`config.mk`:
```
export PLATFORM = sky130hd
export DESIGN_NAME = rx_ring_dma
export DESIGN_NICKNAME = d
export VERILOG_FILES = /design/src/rtl/rxd_pkg.sv /design/src/rtl/rxd_lane_pack.sv /design/src/rtl/rxd_wb_fmt.sv /design/src/rtl/rx_ring_dma.sv
export SDC_FILE = /design/constraint.sdc
export NUM_CORES = 1
export LEC_CHECK = 0
export BUFFER_PORTS_ARGS = -buffer_cell sky130_fd_sc_hd__buf_4
export CORE_MARGIN = 2
export CORE_UTILIZATION = 61
export DETAILED_ROUTE_END_ITERATION = 8
export GPL_TIMING_DRIVEN = 0
export PLACE_DENSITY = 0.86
export REMOVE_ABC_BUFFERS = 1
export SYNTH_ARGS = -nofsm -noshare
export SYNTH_HDL_FRONTEND = slang
export SYNTH_SLANG_ARGS = --single-unit
```
`constraint.sdc`:
```
create_clock -name clk -period 5.4 [get_ports clk]
set_input_delay 1.08 -clock clk [delete_from_list [all_inputs] [get_ports clk]]
set_output_delay 1.08 -clock clk [all_outputs]
set_load 0.1 [all_outputs]
```
`src/rtl/rxd_pkg.sv`:
```
package rxd_pkg;

  localparam int WORD_BITS = 32;
  localparam int LANES     = WORD_BITS / 8;
  localparam int SZW       = 12;

  // descriptor word offsets (behavioural: fixed descriptor layout)
  localparam int OFS_LINK = 0;
  localparam int OFS_STAT = 1;
  localparam int OFS_BUF  = 2;

  // status word bit positions
  localparam int B_OWN  = 31;
  localparam int B_MORE = 30;
  localparam int B_INTR = 29;
  localparam int B_OK   = 27;
  localparam int B_OVR  = 25;
  localparam int B_CRC  = 19;

  typedef enum logic [2:0] {
    S_IDLE, S_RD_STAT, S_RD_BUF, S_RD_LINK, S_ARM, S_RECV, S_WB
  } rxd_state_t;

  function automatic logic [WORD_BITS-1:0] make_status(
    input logic           more,
    input logic           intr,
    input logic           crc_bad,
    input logic           ovr,
    input logic [SZW-1:0] count
  );
    logic [WORD_BITS-1:0] w;
    w            = '0;
    w[B_OWN]     = 1'b1;
    w[B_MORE]    = more;
    w[B_INTR]    = intr;
    w[B_OK]      = !more && !crc_bad && !ovr;
    w[B_OVR]     = ovr;
    w[B_CRC]     = crc_bad;
    w[SZW-1:0]   = count;
    return w;
  endfunction

endpackage

```
`src/rtl/rxd_lane_pack.sv`:
```
module rxd_lane_pack #(
  parameter int LANES = 4,
  localparam int LW = $clog2(LANES)
) (
  input  logic [8*LANES-1:0] acc_i,
  input  logic [LANES-1:0]   be_i,
  input  logic [7:0]         byte_i,
  input  logic [LW-1:0]      lane_i,
  output logic [8*LANES-1:0] word_o,
  output logic [LANES-1:0]   be_o
);
  for (genvar g = 0; g < LANES; g++) begin : g_lane
    logic hit;
    assign hit              = (lane_i == LW'(g));
    assign word_o[8*g +: 8] = hit ? byte_i : acc_i[8*g +: 8];
    assign be_o[g]          = be_i[g] | hit;
  end
endmodule

```
`src/rtl/rxd_wb_fmt.sv`:
```
module rxd_wb_fmt
  import rxd_pkg::*;
(
  input  logic                 more_i,
  input  logic                 intr_i,
  input  logic                 crc_i,
  input  logic                 ovr_i,
  input  logic [SZW-1:0]       count_i,
  output logic [WORD_BITS-1:0] status_o
);
  assign status_o = make_status(more_i, intr_i, crc_i, ovr_i, count_i);
endmodule

```
`src/rtl/rx_ring_dma.sv`:
```
module rx_ring_dma
  import rxd_pkg::*;
#(
  parameter int AW = 16
) (
  input  logic                 clk,
  input  logic                 rst_n,
  input  logic                 rx_enable,
  input  logic                 base_load,
  input  logic [AW-1:0]        ring_base,
  input  logic                 rx_valid,
  input  logic [7:0]           rx_data,
  input  logic                 rx_last,
  input  logic                 rx_err,
  output logic                 rx_ready,
  output logic                 mem_req,
  output logic                 mem_we,
  output logic [AW-1:0]        mem_addr,
  output logic [WORD_BITS-1:0] mem_wdata,
  output logic [LANES-1:0]     mem_be,
  input  logic [WORD_BITS-1:0] mem_rdata
);
  localparam int LW = $clog2(LANES);

  rxd_state_t           st;
  logic [AW-1:0]        desc_ptr, link_q, bufp;
  logic [SZW-1:0]       size_q, cnt;
  logic                 intr_q, more_q, crc_q, ovr_pend;
  logic [WORD_BITS-1:0] acc;
  logic [LANES-1:0]     be_acc;

  // named internal events
  logic                 acc_byte, drop_byte, buf_full, seg_end, flush;
  logic                 wb_fire, own_stop, fetching;
  logic [SZW-1:0]       cnt_next;
  logic [LW-1:0]        lane;
  logic [WORD_BITS-1:0] merged_word, status_word;
  logic [LANES-1:0]     merged_be;

  assign cnt_next  = cnt + SZW'(1);
  assign lane      = cnt[LW-1:0];
  assign acc_byte  = (st == S_RECV) && rx_valid;
  assign drop_byte = (st == S_IDLE) && rx_valid;
  assign buf_full  = (cnt_next == size_q);
  assign seg_end   = acc_byte && (rx_last || buf_full);
  assign flush     = acc_byte && (lane == LW'(LANES - 1) || rx_last || buf_full);
  assign wb_fire   = (st == S_WB);
  assign own_stop  = (st == S_RD_BUF) && mem_rdata[B_OWN];
  assign fetching  = (st == S_RD_STAT) || (st == S_RD_BUF) ||
                     (st == S_RD_LINK) || (st == S_ARM) || (st == S_WB);
  assign rx_ready  = (st == S_IDLE) || (st == S_RECV);

  rxd_lane_pack #(.LANES(LANES)) u_pack (
    .acc_i  (acc),
    .be_i   (be_acc),
    .byte_i (rx_data),
    .lane_i (lane),
    .word_o (merged_word),
    .be_o   (merged_be)
  );

  rxd_wb_fmt u_fmt (
    .more_i   (more_q),
    .intr_i   (intr_q),
    .crc_i    (crc_q),
    .ovr_i    (ovr_pend),
    .count_i  (cnt),
    .status_o (status_word)
  );

  always_comb begin
    mem_req   = 1'b0;
    mem_we    = 1'b0;
    mem_addr  = desc_ptr;
    mem_wdata = '0;
    mem_be    = '0;
    unique case (st)
      S_RD_STAT: begin
        mem_req  = 1'b1;
        mem_addr = desc_ptr + AW'(OFS_STAT);
      end
      S_RD_BUF: begin
        mem_req  = !mem_rdata[B_OWN];
        mem_addr = desc_ptr + AW'(OFS_BUF);
      end
      S_RD_LINK: begin
        mem_req  = 1'b1;
        mem_addr = desc_ptr + AW'(OFS_LINK);
      end
      S_RECV: begin
        if (flush) begin
          mem_req   = 1'b1;
          mem_we    = 1'b1;
          mem_addr  = bufp + AW'(cnt[SZW-1:LW]);
          mem_wdata = merged_word;
          mem_be    = merged_be;
        end
      end
      S_WB: begin
        mem_req   = 1'b1;
        mem_we    = 1'b1;
        mem_addr  = desc_ptr + AW'(OFS_STAT);
        mem_wdata = status_word;
        mem_be    = '1;
      end
      default: ;
    endcase
  end

  always_ff @(posedge clk) begin
    if (!rst_n) begin
      st       <= S_IDLE;
      desc_ptr <= '0;
      link_q   <= '0;
      bufp     <= '0;
      size_q   <= '0;
      cnt      <= '0;
      intr_q   <= 1'b0;
      more_q   <= 1'b0;
      crc_q    <= 1'b0;
      acc      <= '0;
      be_acc   <= '0;
    end else begin
      unique case (st)
        S_IDLE: begin
          if (rx_enable) begin
            if (base_load) desc_ptr <= ring_base;
            st <= S_RD_STAT;
          end
        end
        S_RD_STAT: st <= S_RD_BUF;
        S_RD_BUF: begin
          if (mem_rdata[B_OWN]) begin
            st <= S_IDLE;
          end else begin
            size_q <= mem_rdata[SZW-1:0];
            intr_q <= mem_rdata[B_INTR];
            st     <= S_RD_LINK;
          end
        end
        S_RD_LINK: begin
          bufp <= mem_rdata[AW-1:0];
          st   <= S_ARM;
        end
        S_ARM: begin
          link_q <= mem_rdata[AW-1:0];
          cnt    <= '0;
          acc    <= '0;
          be_acc <= '0;
          st     <= S_RECV;
        end
        S_RECV: begin
          if (acc_byte) begin
            cnt <= cnt_next;
            if (flush) begin
              acc    <= '0;
              be_acc <= '0;
            end else begin
              acc    <= merged_word;
              be_acc <= merged_be;
            end
            if (seg_end) begin
              more_q <= !rx_last;
              crc_q  <= rx_last && rx_err;
              st     <= S_WB;
            end
          end
        end
        S_WB: begin
          desc_ptr <= link_q;
          st       <= S_RD_STAT;
        end
        default: st <= S_IDLE;
      endcase
    end
  end

  always_ff @(posedge clk) begin
    if (!rst_n)         ovr_pend <= 1'b0;
    else if (drop_byte) ovr_pend <= 1'b1;
    else if (wb_fire)   ovr_pend <= 1'b0;
  end

endmodule

```
==> reports/results.txt <==
Outcome: finished with violations
Failing checks: DRC
Hold WC Path Type: reg -> reg
Primary FF master, synth: dfxtp_1
Yosys reg bits: 115
Initial core utilization: 62.9%
Post-layout util: 76.0%
DRT antenna net count: 0
Max_slew headroom: 7.98%
Crit path launch type: flip-flop
Clock Latency Late Sink: 0.43 ns
Crit end category: primary output
I/O pin count: 118
Max Cap Viol: 0
CP delay by family, top: compound AO/OA/AOI/OAI gates
Async SR Flop Fraction: 0%
Share of cells above drive strength 1: 18.1%
Vias per cell: 6.41
RSZ-0062 raised after global routing: no
Routed len/inst: 20.0 um
Setup tns final: 0 ns
TritonCTS Buffers: 17
Final hold violations: 0
H-Tree Level Count: 4
Die H: 110 um
Initial DRC Count: 896
Antenna violations before repair: 0
Root buffer cell: clkbuf_16
Syn avg cell area: 8.11 um^2
FMAX: 192 MHz
CTS Sinks: 115
Area Growth Syn to Fin: 20.9%
Syn Inst Count: 848
WS Path Type: reg -> out
Worst-path cell chain: ha_4, inv_1, nor3_2, o22a_1, nand4_1, o311ai_4, and2_4, nand2_1, o21ai_0, buf_4
Clock Tree Buf Depth: 2
First-pass GRT wire length: 33100 um
Critical Path AT: 4.12 ns
Final Cell Area: 8310 um^2
Core Area: 10900 um^2
Vias in the first global route: 6390
Tmin final: 5.20 ns
PnR Total Power: 3430 uW
Crit-path max FO: 18
Total Routing Usage GR: 35.8%
Antenna diodes: 0
Critical Path Max Stage Delay: 0.61 ns
GR Overflow Total: 0
Cell Pwr Density: 413 nW/um^2
Nets: 1006
PortBufs: 103
Hpwl dp: 14500 um
Peak supply drop: 0.486 mV
Number of distinct library cells after synthesis: 77
Via Count: 6887
Leakage: 0.00340 uW
Final Slew Violations: 0
Seq/Total Area, Yosys: 33.5%
Clock slew at reported path FFs: 0.06 ns
Die ar.: 12100 um^2
Tightest Pin Transition: 1.38 ns
Number of buffers and inverters on the critical path: 2
Clock Skew: 0.00612 ns
Drt first pass iters: 7
YS warnings: 0
Non-Filler Instances: 1075
EDFF count, synth: 0
DP Area: 7610 um^2
Largest net degree at the start of global routing: 103
CTS tree: built
Final setup vio count: 0
Die width: 110 um
R2R setup slack: 1.98 ns
Cell row count: 38
Placed Cells: 1039
DRC violations left: 2
Routed Wire Length: 21500 um
Worst Path Required: 4.32 ns
Post-synth design cell area: 6880 um^2
Crit share post-route: 96.3%
Slowest-stage cell, CP: o311ai_4
Placer congestion estimate: 0.905
repair_timing:
action	4_1_cts	5_1_grt
endpoints found under the setup margin	52	6
setup buffers	0	3
resized for setup	5	3
hold buffers	0	0
power by group:
group	internal [uW]	switching (uW)	leakage [uW]	total [uW]
Clock	756	437	0.000293	1190
Combinational	338	921	0.00217	1260
Sequential	905	77.7	0.000930	982
Total	2000	1440	0.00340	3430
metal layers:
metal  vias up  track usage, %  wire (um)
li1       3180               -          -
met1      3320            48.8       9400
met2       342            55.2       9800
met3        45            8.23       1860
met4         0            13.8        428
met5         -               0          0
flip-flops by register name, summed over array words and instances (netlist names):
| signal | cells |
|---|---|
| crc_q | 1 |
| cnt | 12 |
| more_q | 1 |
| link_q | 16 |
| be_acc | 4 |
| ovr_pend | 1 |
| desc_ptr | 16 |
| size_q | 12 |
| intr_q | 1 |
| acc | 32 |
| bufp | 16 |
| st | 3 |
synth_stat cells (all sizes together) (9+ instances only):
master  instances  area share, %
a22o            9            1.1
a21boi         47            5.1
clkbuf         42            2.3
o211a          16            2.3
ha             20            3.6
mux2i          35            5.1
nand2         180            9.8
a21oi          27            2.0
inv            16           0.87
xnor2          18            2.3
nand3          25            1.9
o21ai          49            3.9
nor3           15            1.3
buf            12            1.1
nor2b          18            1.6
nand4          10            1.2
o21a            9           0.98
and2           15            1.4
nor2           42            2.3
xor2           16            2.0
dfxtp         115             33
a32o           16            2.3
path summary, 6_finish.rpt:
check | from | end | depth (start not counted)
worst max-delay path | cnt[0]$_SDFFE_PN0P_ | mem_addr[11] | 10
worst min-delay path | be_acc[0]$_SDFFE_PN0P_ | be_acc[0]$_SDFFE_PN0P_ | 1
worst max register to register | cnt[0]$_SDFFE_PN0P_ | be_acc[3]$_SDFFE_PN0P_ | 9
worst min register to register | be_acc[0]$_SDFFE_PN0P_ | be_acc[0]$_SDFFE_PN0P_ | 1
worst register-to-register path: stages, from the launching register on:
cell      delay, ns
dfxtp_1        0.54
ha_4           0.40
inv_1          0.23
nor3_2         0.30
o22a_1         0.17
nand4_1        0.27
o31ai_2        0.52
nand4b_4       0.24
nand2_1        0.33
and2_1         0.30
cell usage in the layout (no fill, tap or decap), types with 6 or more instances in the layout:
master,n
ha_1,19
xnor2_1,18
mux2i_1,35
and2_1,14
a32o_1,16
buf_4,108
o211a_1,16
nand3_1,24
a21oi_1,26
nand4_1,8
o21a_1,9
nor2b_1,18
a21boi_0,47
nor4_1,7
xor2_1,16
nor2_1,42
and3_1,6
o21ai_0,43
nor3_1,12
nand2_1,178
a21o_1,7
inv_1,16
clkbuf_16,17
dfxtp_1,115
a22o_1,9
stage by stage:
| stage | hold WS (ns) | setup WS, ns |
|---|---|---|
| after global placement | 0.435 | -0.500 |
| after detailed placement | 0.448 | -0.611 |
| after floorplan | 0.427 | -0.801 |
| after global routing | 0.479 | 0.0660 |
| final | 0.462 | 0.200 |
| after CTS | 0.461 | 0.181 |
cell type report:
type	count	area [um^2]
clock buffer	19	453
multi-input combinational	662	4320
timing repair buffer	109	826
tap	140	175
fill	799	2620
inverter	17	63.8
clock inverter	13	173
sequential	115	2300
kinds of logic after synthesis:
| group | Yosys count | share of synthesized area, % |
|---|---|---|
| fa+ha+maj | 21 | 3.93 |
| xor+xnor | 34 | 4.33 |
| compound gates | 233 | 25.4 |
| buf+inv | 71 | 4.35 |
| simple gates | 339 | 23.4 |
| mux | 35 | 5.10 |
| flops | 115 | 33.5 |
Power figures use the tool's default switching activity.
